==> src/rtl/hbsp_pkg.sv <==
package hbsp_pkg;

    localparam int NUM_BRIDGES = 3;
    localparam int SW_W        = 2 * NUM_BRIDGES;
    localparam int FRAME_BITS  = 16;
    localparam int CNT_W       = $clog2(FRAME_BITS) + 1;
    localparam logic [CNT_W-1:0] CNT_FULL = CNT_W'(FRAME_BITS);
    localparam logic [CNT_W-1:0] CNT_SAT  = {CNT_W{1'b1}};

    // bit positions that the host side decodes
    localparam int POS_CLEAR  = 0;
    localparam int POS_SW_LO  = 1;
    localparam int POS_OCS    = 13;
    localparam int POS_TEMP   = 0;
    localparam int POS_SHORT  = 13;
    localparam int POS_OPEN   = 14;
    localparam int POS_SUPPLY = 15;

    typedef logic [FRAME_BITS-1:0] word_t;

    typedef struct packed {
        logic            clear;
        logic [SW_W-1:0] sw;
        logic            ocs;
    } cmd_t;

    typedef struct packed {
        logic            temp;
        logic [SW_W-1:0] sw;
        logic            short_c;
        logic            open_c;
        logic            supply;
    } stat_t;

    localparam cmd_t CMD_RESET = '{clear: 1'b0, sw: '0, ocs: 1'b1};

    function automatic cmd_t decode_cmd(input word_t w);
        cmd_t c;
        c.clear = w[POS_CLEAR];
        c.sw    = w[POS_SW_LO +: SW_W];
        c.ocs   = w[POS_OCS];
        return c;
    endfunction

    function automatic word_t pack_status(input stat_t s);
        word_t w;
        w = '0;
        w[POS_TEMP]          = s.temp;
        w[POS_SW_LO +: SW_W] = s.sw;
        w[POS_SHORT]         = s.short_c;
        w[POS_OPEN]          = s.open_c;
        w[POS_SUPPLY]        = s.supply;
        return w;
    endfunction

endpackage

==> src/rtl/hbsp_sync.sv <==
module hbsp_sync #(
    parameter int WIDTH  = 3,
    parameter int STAGES = 2,
    parameter logic [WIDTH-1:0] RST_VAL = '0
) (
    input  logic             clk,
    input  logic             rst,
    input  logic [WIDTH-1:0] d,
    output logic [WIDTH-1:0] q
);
    logic [WIDTH-1:0] stage_q [STAGES];

    generate
        for (genvar s = 0; s < STAGES; s++) begin : g_stage
            always_ff @(posedge clk) begin
                if (rst)         stage_q[s] <= RST_VAL;
                else if (s == 0) stage_q[s] <= d;
                else             stage_q[s] <= stage_q[(s == 0) ? 0 : s-1];
            end
        end
    endgenerate

    assign q = stage_q[STAGES-1];
endmodule

==> src/rtl/hbsp_edge.sv <==
module hbsp_edge #(
    parameter int WIDTH = 2,
    parameter logic [WIDTH-1:0] RST_VAL = '0
) (
    input  logic             clk,
    input  logic             rst,
    input  logic [WIDTH-1:0] lvl,
    output logic [WIDTH-1:0] rise,
    output logic [WIDTH-1:0] fall
);
    logic [WIDTH-1:0] prev_q;

    always_ff @(posedge clk) begin
        if (rst) prev_q <= RST_VAL;
        else     prev_q <= lvl;
    end

    assign rise = lvl & ~prev_q;
    assign fall = ~lvl & prev_q;
endmodule

==> src/rtl/hbsp_rx.sv <==
module hbsp_rx
    import hbsp_pkg::*;
(
    input  logic             clk,
    input  logic             rst,
    input  logic             active,
    input  logic             frame_open,
    input  logic             frame_close,
    input  logic             sck_fall,
    input  logic             sdi,
    output logic [CNT_W-1:0] bit_cnt,
    output cmd_t             cmd,
    output logic             strobe
);
    word_t            shift_q;
    logic [CNT_W-1:0] cnt_q;
    cmd_t             cmd_q;
    logic             strobe_q;

    always_ff @(posedge clk) begin
        if (rst) begin
            cnt_q   <= '0;
            shift_q <= '0;
        end else if (frame_open) begin
            cnt_q   <= '0;
        end else if (active && sck_fall) begin
            shift_q <= {sdi, shift_q[FRAME_BITS-1:1]};
            if (cnt_q != CNT_SAT) cnt_q <= cnt_q + 1'b1;
        end
    end

    always_ff @(posedge clk) begin
        if (rst) begin
            cmd_q    <= CMD_RESET;
            strobe_q <= 1'b0;
        end else begin
            strobe_q <= 1'b0;
            if (frame_close && cnt_q == CNT_FULL) begin
                cmd_q    <= decode_cmd(shift_q);
                strobe_q <= 1'b1;
            end
        end
    end

    assign bit_cnt = cnt_q;
    assign cmd     = cmd_q;
    assign strobe  = strobe_q;
endmodule

==> src/rtl/hbsp_tx.sv <==
module hbsp_tx
    import hbsp_pkg::*;
(
    input  logic             clk,
    input  logic             rst,
    input  logic             active,
    input  logic             frame_open,
    input  logic             frame_close,
    input  logic             sck_rise,
    input  logic [CNT_W-1:0] bit_cnt,
    input  stat_t            status,
    output logic             sdo,
    output logic             sdo_en
);
    word_t sr_q;
    logic  en_q;

    always_ff @(posedge clk) begin
        if (rst) begin
            sr_q <= '0;
            en_q <= 1'b0;
        end else if (frame_open) begin
            sr_q <= pack_status(status);
            en_q <= 1'b1;
        end else if (frame_close) begin
            en_q <= 1'b0;
        end else if (active && sck_rise && bit_cnt != '0) begin
            sr_q <= {1'b0, sr_q[FRAME_BITS-1:1]};
        end
    end

    assign sdo    = en_q & sr_q[0];
    assign sdo_en = en_q;
endmodule

==> src/rtl/hbsp_port.sv <==
module hbsp_port
    import hbsp_pkg::*;
#(
    parameter int SYNC_STAGES = 2
) (
    input  logic            clk,
    input  logic            rst,
    input  logic            spi_csn,
    input  logic            spi_sck,
    input  logic            spi_sdi,
    output logic            sdo,
    output logic            sdo_en,
    input  logic            temp_warn,
    input  logic [SW_W-1:0] sw_state,
    input  logic            short_det,
    input  logic            open_load,
    input  logic            supply_fail,
    output logic            clear_flags,
    output logic [SW_W-1:0] sw_enable,
    output logic            ocs_enable,
    output logic            cmd_strobe
);
    logic [2:0]       pins_s;
    logic             csn_s, sck_s, sdi_s;
    logic [1:0]       rise_v, fall_v;
    logic [CNT_W-1:0] bit_cnt;
    cmd_t             cmd;
    stat_t            status;

    // order: {csn, sck, sdi}; select idles high
    hbsp_sync #(.WIDTH(3), .STAGES(SYNC_STAGES), .RST_VAL(3'b100)) u_sync (
        .clk (clk),
        .rst (rst),
        .d   ({spi_csn, spi_sck, spi_sdi}),
        .q   (pins_s)
    );
    assign {csn_s, sck_s, sdi_s} = pins_s;

    hbsp_edge #(.WIDTH(2), .RST_VAL(2'b10)) u_edge (
        .clk  (clk),
        .rst  (rst),
        .lvl  ({csn_s, sck_s}),
        .rise (rise_v),
        .fall (fall_v)
    );

    assign status = '{temp: temp_warn, sw: sw_state, short_c: short_det,
                      open_c: open_load, supply: supply_fail};

    hbsp_rx u_rx (
        .clk         (clk),
        .rst         (rst),
        .active      (~csn_s),
        .frame_open  (fall_v[1]),
        .frame_close (rise_v[1]),
        .sck_fall    (fall_v[0]),
        .sdi         (sdi_s),
        .bit_cnt     (bit_cnt),
        .cmd         (cmd),
        .strobe      (cmd_strobe)
    );

    hbsp_tx u_tx (
        .clk         (clk),
        .rst         (rst),
        .active      (~csn_s),
        .frame_open  (fall_v[1]),
        .frame_close (rise_v[1]),
        .sck_rise    (rise_v[0]),
        .bit_cnt     (bit_cnt),
        .status      (status),
        .sdo         (sdo),
        .sdo_en      (sdo_en)
    );

    assign clear_flags = cmd.clear;
    assign sw_enable   = cmd.sw;
    assign ocs_enable  = cmd.ocs;
endmodule

==> config.mk <==
export PLATFORM = sky130hd
export DESIGN_NAME = hbsp_port
export DESIGN_NICKNAME = d
export VERILOG_FILES = /design/src/rtl/hbsp_pkg.sv /design/src/rtl/hbsp_sync.sv /design/src/rtl/hbsp_edge.sv /design/src/rtl/hbsp_rx.sv /design/src/rtl/hbsp_tx.sv /design/src/rtl/hbsp_port.sv
export SDC_FILE = /design/constraint.sdc
export NUM_CORES = 1
export LEC_CHECK = 0
export BUFFER_PORTS_ARGS = -buffer_cell sky130_fd_sc_hd__buf_2
export CAP_MARGIN = 10
export CORE_ASPECT_RATIO = 1.5
export CORE_MARGIN = 8
export CORE_UTILIZATION = 61
export CTS_CLUSTER_DIAMETER = 60
export CTS_CLUSTER_SIZE = 30
export DETAILED_ROUTE_END_ITERATION = 6
export PLACE_DENSITY_LB_ADDON = 0.2
export RECOVER_POWER = 50
export SYNTH_ARGS = -nofsm -noshare
export SYNTH_HDL_FRONTEND = slang
export SYNTH_SLANG_ARGS = --single-unit
==> constraint.sdc <==
create_clock -name clk -period 5.08 [get_ports clk]
set_input_delay 0.254 -clock clk [delete_from_list [all_inputs] [get_ports clk]]
set_output_delay 0.254 -clock clk [all_outputs]
set_load 0.05 [all_outputs]
# Word level (Yosys, flattened, before mapping)
# Memory sizes are Yosys's and may differ from the RTL's.
# Index checks and enable logic that the tools add are counted.
# word_totals
ff_bits	49
output_inout_bits	11
mem_count	1
mem_bits_rw	6
input_bits	15
# mem_list
name	depth	width	read_ports	rd_clocked_by_memory_dff	write_ports	line	source
u_sync.stage_q	2	3	2	0	2	hbsp_sync.sv:11	logic [WIDTH-1:0] stage_q [STAGES];
# op_classes
n_mux	11
n_eq_ne	3
n_addsub	1
reduce_logical	12
bitwise	10
# op_table
op	count
16-bit 2-to-1 mux	3
2-bit AND reduction	4
1-bit 2-to-1 mux	6
3-bit 2-to-1 mux	2
5-bit by 1-bit adder with 5-bit output, second input constant	1
5-bit equality test, second input constant	1
5-bit != test, second input constant	1
5-bit nonzero test	1
2-bit AND	2
1-bit logical AND	4
2-bit NOT	2
2-bit nonzero test	2
1-bit NOT	3
2-bit by 1-bit != test with 1-bit output, second input constant	1
1-bit OR	2
2-bit OR reduction	1
1-bit AND	1

# Depth between registers and ports, before layout
# Gate-level depths: netlist of the first run.
# depth
word_depth	7
mapped_depth	7
ltp_nobuf	6

# Modules after synthesis
# A second synthesis of the first run with hierarchy kept.
# hier_totals
hier_cells	246
hier_area_um2	2225.9
# by_module_without_submodules
module	seq_area_each_um2	cells_per_inst	area_each_um2	instances
hbsp_rx	600.6	135	1212.4	1
hbsp_tx	340.3	90	774.5	1
hbsp_sync	120.1	12	157.7	1
hbsp_edge	40.0	8	77.6	1
hbsp_port	0.0	1	3.8	1

# Worst setup path before layout of the first run
# Ideal clock, no wire load.
# synth_timing
path_type	flip-flop to flip-flop
startpoint	register u_rx.cnt_q[0], in the netlist u_rx.bit_cnt[0]
endpoint	register u_rx.cnt_q[3], in the netlist u_rx.bit_cnt[3]
arrival_time_ns	1.958
path_stages_with_launch	8
slack_ns	3.052
cell_sequence	dfxtp_1 > ha_1 > and3_1 > ha_1 > or4b_1 > buf_2 > or3_1 > a21oi_1
# synth_between
elab_chain_len	2
word_cells_on_any_way	3
cone_classes	1 x add/sub; 1 x eq/ne; 1 x reduce/logical
# synth_lines
item	line	source
from (decl)	hbsp_rx.sv:16	logic [CNT_W-1:0] cnt_q;
from (signal assigned)	hbsp_rx.sv:28	if (cnt_q != CNT_SAT) cnt_q <= cnt_q + 1'b1;
parallel branches: the longest is 2 deep, another holds 5-bit by 1-bit adder with 5-bit output	-	
# Parallel ways; which one is timed is not known.
# A chain may end at the register's enable or synchronous reset.

==> run summary, run 1 <==
After detailed routing, the average wire length per cell comes to 13.6 um. In this run the static leakage power is 0.962 nW. The most frequent cell after synthesis is dfxtp_1. The longest clock path from root to sink contains 2 buffers. In this run the clock root is driven by a clkbuf_8. The sequential cell area fraction in the yosys report came out at 47.6%. The first global-routing pass estimated 7820 um of wire. For the max-slew violation total from the final report, the log shows 47.

TritonCTS built the clock tree. The portion of netlist area occupied by mux cells came out at 3.03%. For the die area, the log shows 6060 um2. The antenna diode count is 0, and the signed area change from the synthesized netlist to the final layout is 8.98%.

Post-CTS timing repair inserted 0 buffers for setup. The run gives 1845 as the vias after detailed routing. Summed over all layers, the global routing overflow is 0.

After clock tree synthesis, the clock-pin slew on the worst setup and hold paths is 0.09 ns. At the end of routability-driven placement, the weighted congestion stood at 0.739. Along the worst path, the maximum fanout reaches 18. The total of endpoints with negative setup slack in the final report is 0. The detailed-router iteration count before antenna repair was 4. The logs give 77 for the number of violations reported at the end of detailed-routing iteration 0 and 63.4% for the initial standard-cell utilization of the core.

In this run the core area contains 27 standard-cell rows. Number of enable flip-flop cells after synthesis: 0. Based on the critical path, the design can be clocked at up to 0.431 GHz. For the gate count after technology mapping, the log shows 262.

Measured on the finished design, the core utilization comes to 69.1%. STA puts the critical path data required time at 5.18 ns. The number of antenna violations at the first check in global routing is 0, and the HPWL after detailed placement is 2980 um. The final count of hold timing violations was 0; the quantity of gates resized following cts was 0.

The synthesized netlist contains 33 unique library cells. When the netlist entered floorplanning its net count stood at 283. The net count reported at finish is 299, and the vias per cell is 5.73. Summing the areas of all and, or, nand and nor instances in the mapped netlist gives 27.8% of the synthesized area. Setup total negative slack on the finished layout was measured at 0 ns.

The H-tree generated during clock tree synthesis spans 2 levels. The combinational family with the most area after synthesis is simple AND/OR/NAND/NOR gates. The count of port buffers added during placement was 25. Global routing used 15.6% of the available tracks. The proportion of netlist area held by the largest area contributor is 47.6%, and the CTS buffer count is 5. Measured against its own limit, the worst slew margin works out to -24.6%.

Summing the areas of all compound-gate instances in the mapped netlist gives 13.8% of the synthesized area. The later pin in the worst-skew pair is clocked with a latency of 0.30 ns. Buffers inserted to repair hold after CTS numbered 0. The path class of the tightest hold or removal check is in -> reg. The DRC violation count after routing was 0; the post-synthesis async set-or-reset flop share was 0%. In this run the remaining antenna-violating nets after routing total 0.

For this design, the sink count on the clock tree is 55. Dividing the synthesized area by the synthesized cell count gives 8.83 um2. Summed over all layers, the routed wires come to 4390 um.

In this run the horizontal extent of the chip is 66.3 um. Clock skew on the completed layout was measured at 0.00364 ns. The placeable core area was 3650 um2. Sorting the synthesized cells by how often they occur yields dfxtp_1, nand2_1, a21oi_1.

The data arrival time of the critical path was 2.42 ns; the power per cell area was 306 nW/um2. The mapped netlist covers 2310 um2. The tools report the via count of the first global-routing pass as 1777. The number of I/O pins is 26, and the number of maximum-capacitance constraint violations is 1. Dividing the final minimum period by the clock period gives 45.7%. The worst setup path is launched from a flop. Setup repair after global routing left no endpoint under its margin. Cell taking the most area after synthesis: dfxtp_1.

Summing the areas of all fa, ha and maj instances in the mapped netlist gives 3.25% of the synthesized area. The final reports fail on max-capacitance violations, max-slew violations. Sorting the synthesized cells by area gives the leading types as dfxtp_1, nand2_1, a21oi_1, nor2b_1, o221a_2. Entering global routing, the biggest net connects 47 pins. The flow ran to the end, but the final reports show violations. At the pin with the least slew margin, the transition time is 1.87 ns.

In the final layout, the share of cells above drive strength 1 is 13.6%. The final period demand of the worst path is 2.32 ns. For the yosys synthesis warning count, the log shows 0. Height of the die: 91.4 um. The peak supply drop is 0.215 mV, and the synthesis-stage register bit count is 55.

Type of element capturing the critical path: a flop. Summing the areas of all xor and xnor instances in the mapped netlist gives 0% of the synthesized area. Leading register cell type out of synthesis: dfxtp_1. The worst setup path is of the reg -> reg kind.
layout by cell type (no fill, tap or decap), types with 2 or more instances in the layout:
cell / n
a21oi_1: 29
buf_2: 13
clkbuf_1: 12
clkbuf_8: 6
dfxtp_1: 55
ha_1: 6
inv_1: 6
mux2i_1: 7
nand2_1: 46
nand3_1: 9
nor2_1: 4
nor2b_1: 23
nor3_1: 10
nor3b_1: 10
o21ai_0: 10
o221a_2: 9
or2_2: 4
or3_1: 2
or4b_1: 2
metrics by stage:
stage               cell area (um2)  hold slack [ns]  std cells  power, mW  setup slack, ns
floorplan                      2310            0.358        262      0.480             3.05
global placement               2410            0.420        313      0.489             2.72
detailed placement             2410            0.423        313      0.490             2.65
CTS                            2530            0.128        321      0.778             2.62
global route                   2520            0.132        322      0.801             2.58
finish                         2520            0.136        322      0.772             2.76
path summary, 6_finish.rpt:
path | to | start | cells after the start | slack (ns)
max | u_rx.shift_q[1]$_SDFFE_PP0P_ | u_sync.stage_q[1][2]$_SDFF_PP1_ | 5 | 2.76
min | u_sync.stage_q[0][2]$_SDFF_PP1_ | spi_csn | 2 | 0.14
max reg2reg | u_rx.shift_q[1]$_SDFFE_PP0P_ | u_sync.stage_q[1][2]$_SDFF_PP1_ | 5 | 2.76
min reg2reg | u_sync.stage_q[1][2]$_SDFF_PP1_ | u_sync.stage_q[0][2]$_SDFF_PP1_ | 1 | 0.44
where the power goes:
part	switching, mW	internal [mW]	leakage (nW)
combinational	0.0194	0.0176	0.455
sequential	0.00485	0.438	0.446
clock	0.133	0.160	0.0612
state kept, by name (all words and copies together), names as in the netlist:
signal	flops
u_tx.sr_q	16
u_rx.cmd	8
u_rx.strobe	1
u_sync.stage_q	6
u_rx.shift_q	16
u_edge.prev_q	2
u_rx.bit_cnt	5
u_tx.sdo_en	1
worst max-delay path: stages, from the launching register on:
cell,delay [ns]
dfxtp_1,0.48
inv_1,0.08
ha_1,0.39
or4b_2,0.95
nand2_1,0.15
a21oi_1,0.07
cell families (layout without fill, tap and decap cells):
| logic type | after synthesis | in the layout |
|---|---|---|
| AOI/OAI and AO/OA | 51 | 51 |
| adders and majority gates | 6 | 6 |
| buffers and inverters | 23 | 40 |
| DFF | 55 | 55 |
| muxes | 7 | 7 |
| and+or+nand+nor | 120 | 120 |
routing by layer:
metal  part of all wire [%]  track usage, %  wire length [um]
met1                     43            17.2              1870
met2                     51            27.1              2230
met3                    4.5            3.57               198
met4                    2.2            7.16                95
met5                      0               0                 0
cell type report:
cell class                 instances  area, um2
clock buffer                       6       82.6
clock inverter                     2       35.0
fill                             319       1130
inverter                           6       22.5
multi-input combinational        184       1110
sequential                        55       1100
tap                               43       53.8
timing repair buffer              26        118
No activity file was read; power rests on OpenSTA's default activity.
==> run 2, diff against run 1 <==
Settings changed: CORE_UTILIZATION 61 to 51.
Clock period 5.08 ns to 2.1 ns, I/O delays scaled along.
==> run 2 against run 1 <==
  * The run now ends clean
  * Fmax rose by 17%
  * Critical path depth rose by 1
  * Total power rose by 130%
  * Sequential power rose by 140%
  * Core utilization fell by 11 points
  * Clock-buffer cell count rose by 2
  * Worst setup slack got worse by 2.6 ns
  * Clock skew rose by 0.0030 ns
  * Critical endpoint is now u_rx.bit_cnt[3]$_SDFFE_PP0P_
==> run summary, run 2 (same netlist as run 1, synthesis figures left out) <==
The vias after detailed routing was 1812 (-1.8%); the total global routing track utilization was 13.5% (-2.1 points). The initial standard-cell utilization of the core was 52.2% (-11 points). The DRC violation count after routing was 0 (unchanged). The final global-route overflow total came out at 0 (unchanged). STA classifies the critical path startpoint as a flop. The CTS H-tree depth was 2 (unchanged); the clock skew was 0.00661 ns (+0.00297 ns). The net count reported at finish was 306 (+2.3%).

The wire length of the first global-routing pass was 7990 um (+2.1%). Leaving out fill and tap cells, the most frequent cell in the layout is dfxtp_1. The width of the die was 71.0 um (+7.1%). The source of the worst hold timing path is spi_sck. The logs give 4430 um2 (+21%) for the placeable core area and 2560 um2 (+1.6%) for the summed area of non-filler cells in the final layout. The worst-margin pin slew is 1.10 ns (-0.770 ns).

The average detailed-routed wire length per instance is 13.1 um (-3.8%), and the hold slack is 0.0115 ns (-0.125 ns). The tools report the worst setup slack before clock tree synthesis as 0.0465 ns (-2.60 ns). TritonCTS built the clock tree. The run gives 0 (unchanged) as the total of endpoints with negative setup slack in the final report. The remaining number of nets flagged by the antenna check after routing was 0 (unchanged).

The tools report the static leakage as 0.981 nW (+2.0%). Post-route clock period utilization: 94.3% (+49 points). The area growth from synthesis to layout is 10.8%. The final period demand of the worst path was 1.98 ns (-0.340 ns); the deepest clock path buffer count was 2 (unchanged). The fmax is 0.505 GHz (+17%), and the number of standard-cell rows in the floorplan is 30 (+11%).

Leaving out fill and tap cells, the most frequent cells in the layout are dfxtp_1, nand2_1, a21oi_1, nor2b_1, clkbuf_1. The depth of the worst register-to-register path is 6 (+1), and the share of cells above drive strength 1 is 15.4% (+1.8 points). The run gives 4 (unchanged) as the detailed-router iteration count before antenna repair.

In this run the worst hold path is classified as in -> reg. The setup path with the least slack is of type reg -> reg. The logs give 0.12 ns (-2.64 ns) for the worst-case register-to-register setup slack and 26 (unchanged) for the number of I/O pins. The maximum fanout along the worst path was 5 (-13).

The final count of hold timing violations is 0 (unchanged). For the routed wire length, the log shows 4380 um (-0.18%). For the number of violations reported at the end of detailed-routing iteration 0, the log shows 90 (+17%). Count of port buffers added during placement: 25 (unchanged).

Setup repair after global routing left no endpoint under its margin. STA classifies the critical path endpoint as a flop. The tools report the setup total negative slack as 0 ns (unchanged). The buffer cell driving the clock tree root is clkbuf_8.

The flow ran to the end, and the final reports show no timing, DRC or antenna violations. For the antenna diode count, the log shows 0 (unchanged). The endpoint identified for the worst register-to-register timing path is u_rx.bit_cnt[3]$_SDFFE_PP0P_. The peak supply drop is 0.366 mV (+70%), and the height of the die is 98.5 um (+7.7%). The tools report the data arrival time of the critical path as 2.21 ns (-0.21 ns).

For the final worst setup slack, the log shows 0.120 ns (-2.64 ns). The max-slew violation total from the final report was 0 (-100%). For the fraction of the core area covered by cells at the end of the flow, the log shows 57.8% (-11 points). For the worst endpoint required time, the log shows 2.33 ns (-2.85 ns).

The tools report the number of sinks on the clock net as 55 (unchanged). The instance count along the most critical hold path is 2 (unchanged). The number of antenna violations at the first check in global routing was 0 (unchanged); the placed cell area was 2470 um2 (+2.4%). The relative slew slack is 26.7% (+51 points), and the routability-driven placement congestion ratio is 0.853 (+15%). The via count of the first global-routing pass came out at 1853 (+4.3%). The power per cell area is 696 nW/um2 (+130%). Number of maximum-capacitance constraint violations: 0 (-1). The tools report the CTS buffer count as 5 (unchanged). The worst hold path terminates at u_sync.stage_q[0][1]$_SDFF_PP0_. The startpoint identified for the worst register-to-register timing path is u_rx.bit_cnt[0]$_SDFFE_PP0P_. For the count of fill cells added during filler insertion, the log shows 417 (+31%). The clock edge transition at the registers on the reported setup and hold paths was 0.09 ns (about the same).

The vias per cell was 5.43 (-5.3%); the die area was 6990 um2 (+15%). The insertion delay of the later-clocked pin in the worst-skew pair was 0.30 ns (about the same). The HPWL after detailed placement is 3040 um (+2.1%). Pin count of the biggest net entering global routing: 27 (-43%).
-- run 2: repair_timing --
item	in CTS	in global routing
hold buffers	1	0
setup endpoints to repair	0	2
resized for setup	0	3
endpoints found under the hold margin	1	0
setup buffers	0	0
-- run 2: where the power goes --
part	internal [mW]	leakage (nW)	total (mW)	switching [mW]
clock network	0.302	0.0515	0.618	0.317
registers	1.06	0.446	1.07	0.0104
logic	0.0458	0.483	0.0951	0.0493
-- run 2: worst max path at each step --
stage | start | end | slack, ns | cells past startpoint
floorplan | u_rx.bit_cnt[0]$_SDFFE_PP0P_ | u_rx.bit_cnt[3]$_SDFFE_PP0P_ | 0.07 | 7
global placement | u_rx.bit_cnt[0]$_SDFFE_PP0P_ | u_rx.bit_cnt[3]$_SDFFE_PP0P_ | 0.09 | 6
detailed placement | u_rx.bit_cnt[0]$_SDFFE_PP0P_ | u_rx.bit_cnt[3]$_SDFFE_PP0P_ | 0.05 | 6
CTS | u_rx.bit_cnt[0]$_SDFFE_PP0P_ | u_rx.bit_cnt[3]$_SDFFE_PP0P_ | 0.02 | 6
global route | u_rx.bit_cnt[0]$_SDFFE_PP0P_ | u_rx.bit_cnt[3]$_SDFFE_PP0P_ | 0.04 | 6
finish | u_rx.bit_cnt[0]$_SDFFE_PP0P_ | u_rx.bit_cnt[3]$_SDFFE_PP0P_ | 0.12 | 6
-- run 2: metal layers --
| metal | vias up | track usage, % | wire, um |
|---|---|---|---|
| met3 | 8 | 4.17 | 171 |
| met1 | 830 | 14.7 | 2000 |
| met4 | 0 | 4.35 | 76 |
| li1 | 946 | - | - |
| met2 | 28 | 24.2 | 2140 |
| met5 | - | 0 | 0 |
-- run 2: stage by stage --
stage / std cells / total power [mW]
after floorplan: 262 / 1.16
after global placement: 325 / 1.19
after detailed placement: 325 / 1.19
after CTS: 334 / 1.81
after global routing: 334 / 1.86
final: 334 / 1.78
-- run 2: layout make-up --
| type | instances | area, um2 | area share, % |
|---|---|---|---|
| well taps | 48 | 60.1 | 2.34 |
| clock buffers | 8 | 100 | 3.91 |
| repair buffers | 33 | 165 | 6.45 |
| flip-flops and latches | 55 | 1100 | 43.0 |
| inverters | 6 | 22.5 | 0.879 |
| multi-input cells | 184 | 1110 | 43.4 |
-- run 2: worst max-delay path: stages (launching register included) --
cell and delay [ns]:
dfxtp_1 0.34, ha_1 0.21, and3_1 0.18, ha_1 0.19
or4b_4 0.51, or3_1 0.36, a21oi_1 0.13
==> run 3, diff against run 2 <==
Settings changed: PLACE_DENSITY_LB_ADDON 0.2 to 0.3, TNS_END_PERCENT from default to 5.
==> run 3 against run 2 <==
  * Clock skew rose by 0.00074 ns
  * Combinational power increased by 2.2%
  * Fmax shrank 0.89%
  * Worst setup slack got worse by 0.018 ns
  * Die area did not move
  * Wire length grew 0.89%
  * Sequential share of layout area down 0.80 points
  * Register-to-register slack got worse by 0.02 ns
  * Flip-flop and latch count is the same
  * Via count increased by 1.3%
  * Largest cell class unchanged
  * Highest routed layer unchanged
==> run summary, run 3 (same netlist as run 1, synthesis figures left out) <==
The run gives 0 (unchanged) as the number of antenna violations at the first check in global routing. For the vias after detailed routing, the log shows 1835 (+1.3%). The depth of the worst register-to-register path works out to 6 (unchanged). Setup repair after global routing left no endpoint under its margin. For the number of standard-cell rows in the floorplan, the log shows 30 (unchanged).

The critical path capture point was u_rx.bit_cnt[3]$_SDFFE_PP0P_. The instance count along the most critical hold path was 2 (unchanged); the worst endpoint required time was 2.34 ns (about the same). The root buffer cell chosen for the clock tree is clkbuf_8. TritonCTS built the clock tree.

The summed area of non-filler cells in the final layout is 2610 um2 (+2.0%), and the final count of hold timing violations is 0 (unchanged). For the initial standard-cell utilization of the core, the log shows 52.2% (unchanged). The origin of the critical flop-to-flop path was u_rx.bit_cnt[0]$_SDFFE_PP0P_. The pin count of the biggest net entering global routing is 35 (+30%). The setup total negative slack was 0 ns (unchanged). The final global-route overflow total is 0 (unchanged). The remaining number of nets flagged by the antenna check after routing is 0 (unchanged), and the worst setup slack before clock tree synthesis is 0.0496 ns (+0.00310 ns). The logs give 0 (unchanged) for the total of endpoints with negative setup slack in the final report and 1.00 nW (+2.0%) for the static leakage.

The post-layout total power was 1.98 mW (+11%). The critical path starts at u_rx.bit_cnt[0]$_SDFFE_PP0P_. The height of the die was 98.5 um (unchanged); the average detailed-routed wire length per instance was 13.2 um (+0.59%). Leaving out fill and tap cells, the most frequent cells in the layout are dfxtp_1, nand2_1, a21oi_1, nor2b_1. The worst-case register-to-register setup slack was 0.10 ns (-0.02 ns); the fmax was 0.501 GHz (-0.89%). The placed cell area is 2470 um2 (unchanged), and the count of fill cells added during filler insertion is 417 (unchanged). The routed wire length was 4420 um (+0.89%).

The insertion delay of the later-clocked pin in the worst-skew pair was 0.31 ns (about the same). For the antenna diode count, the log shows 0 (unchanged). Final period demand of the worst path: 2.00 ns (+0.0177 ns). The run gives 0 (unchanged) as the number of maximum-capacitance constraint violations. Placeable core area: 4430 um2 (unchanged).

The worst register-to-register path ends at u_rx.bit_cnt[3]$_SDFFE_PP0P_. The logs give 335 (+0.30%) for the final cell count without fillers and 0.420 mV (+15%) for the peak supply drop. The count of port buffers added during placement came out at 25 (unchanged). The final worst setup slack is 0.102 ns (-0.0177 ns). The number of violations reported at the end of detailed-routing iteration 0 is 117 (+30%), and the number of placed instances, taps included is 325 (unchanged). The maximum fanout along the worst path is 5 (unchanged).

The deepest clock path buffer count was 2 (unchanged). The run gives 307 (+0.33%) as the net count reported at finish. The HPWL after detailed placement is 2970 um (-2.3%), and the CTS H-tree depth is 2 (unchanged). The die area was 6990 um2 (unchanged). STA classifies the critical path startpoint as a flop.

The routability-driven placement congestion ratio is 0.729 (-15%), and the relative slew slack is 4.11% (-23 points). Vias per cell: 5.48 (+0.97%). The clock edge transition at the registers on the reported setup and hold paths works out to 0.09 ns (about the same). The CTS buffer count was 5 (unchanged); the number of sinks on the clock net was 55 (unchanged). Share of cells above drive strength 1: 16.0% (+0.64 points). The run finished with clean final reports. The worst hold path belongs to the class in -> reg.

The detailed-router iteration count before antenna repair came out at 4 (unchanged). The tools report the data arrival time of the critical path as 2.24 ns (+0.03 ns). Leaving out fill and tap cells, the most frequent cell in the layout is dfxtp_1. For the wire length of the first global-routing pass, the log shows 7810 um (-2.3%).

The number of setup buffers added after CTS was 0 (unchanged). The post-route clock period utilization is 95.1% (+0.85 points). The clock skew was 0.00735 ns (+0.000739 ns); the width of the die was 71.0 um (unchanged). The worst-margin pin slew is 1.44 ns (+0.340 ns), and the signed area change from the synthesized netlist to the final layout is 13.0%. The total global routing track utilization was 13.5% (-0.051 points). The tools report the max-slew violation total from the final report as 0 (unchanged). The via count of the first global-routing pass is 1840 (-0.70%), and the power per cell area is 759 nW/um2 (+9.1%). Type of element capturing the critical path: a flop.

The tools report the DRC violation count after routing as 0 (unchanged). For the number of I/O pins, the log shows 26 (unchanged). The worst setup path category was reg -> reg.
run 3: timing repair:
action	CTS	global route
endpoints found under the hold margin	2	0
pin swaps	0	1
hold buffers	2	0
setup endpoints to repair	1	2
gates resized for setup	1	2
run 3: layer usage:
metal  wire length, um  up-vias  part of all wire [%]  track usage (%)
met3               191        4                   4.3             4.27
met1              1930      849                    44             13.3
li1                  -      947                     -                -
met4                51        0                   1.2             4.83
met2              2250       35                    51             25.3
met5                 0        -                     0                0
run 3: report_power, final:
part / total [mW] / switching (mW) / internal (mW)
Sequential: 1.07 / 0.0108 / 1.06
Combinational: 0.0972 / 0.0498 / 0.0474
Clock: 0.817 / 0.342 / 0.475
Total: 1.98 / 0.403 / 1.58
run 3: worst min-delay path by stage:
stage | start | end | slack [ns]
global route | spi_sdi | u_sync.stage_q[0][0]$_SDFF_PP0_ | 0.02
detailed placement | spi_csn | u_sync.stage_q[0][2]$_SDFF_PP1_ | 0.30
floorplan | spi_csn | u_sync.stage_q[0][2]$_SDFF_PP1_ | 0.21
global placement | spi_csn | u_sync.stage_q[0][2]$_SDFF_PP1_ | 0.29
CTS | spi_sdi | u_sync.stage_q[0][0]$_SDFF_PP0_ | 0.009
finish | spi_sdi | u_sync.stage_q[0][0]$_SDFF_PP0_ | 0.01
run 3: critical path: stages, from the launching register on:
cell and delay, ns:
dfxtp_2 0.34, ha_1 0.21, and3_1 0.19, ha_1 0.19, or4b_4 0.51, or3_1 0.36
a21oi_1 0.14
run 3: stage by stage:
step	hold WS, ns	util [%]
5_1_grt	0.0232	59.0
3_3_place_gp	0.289	55.7
6_report	0.0123	59.0
4_1_cts	0.00950	59.4
2_1_floorplan	0.209	-
3_5_place_dp	0.304	55.7
run 3: area by class of cell:
type | count | area, um2 | share of cell area [%]
multi-input cells | 184 | 1110 | 42.5
flip-flops and latches | 55 | 1100 | 42.2
repair buffers | 34 | 179 | 6.85
clock buffers | 5 | 68.8 | 2.63
clock inverters | 3 | 67.6 | 2.59
well taps | 48 | 60.1 | 2.30
inverters | 6 | 22.5 | 0.862
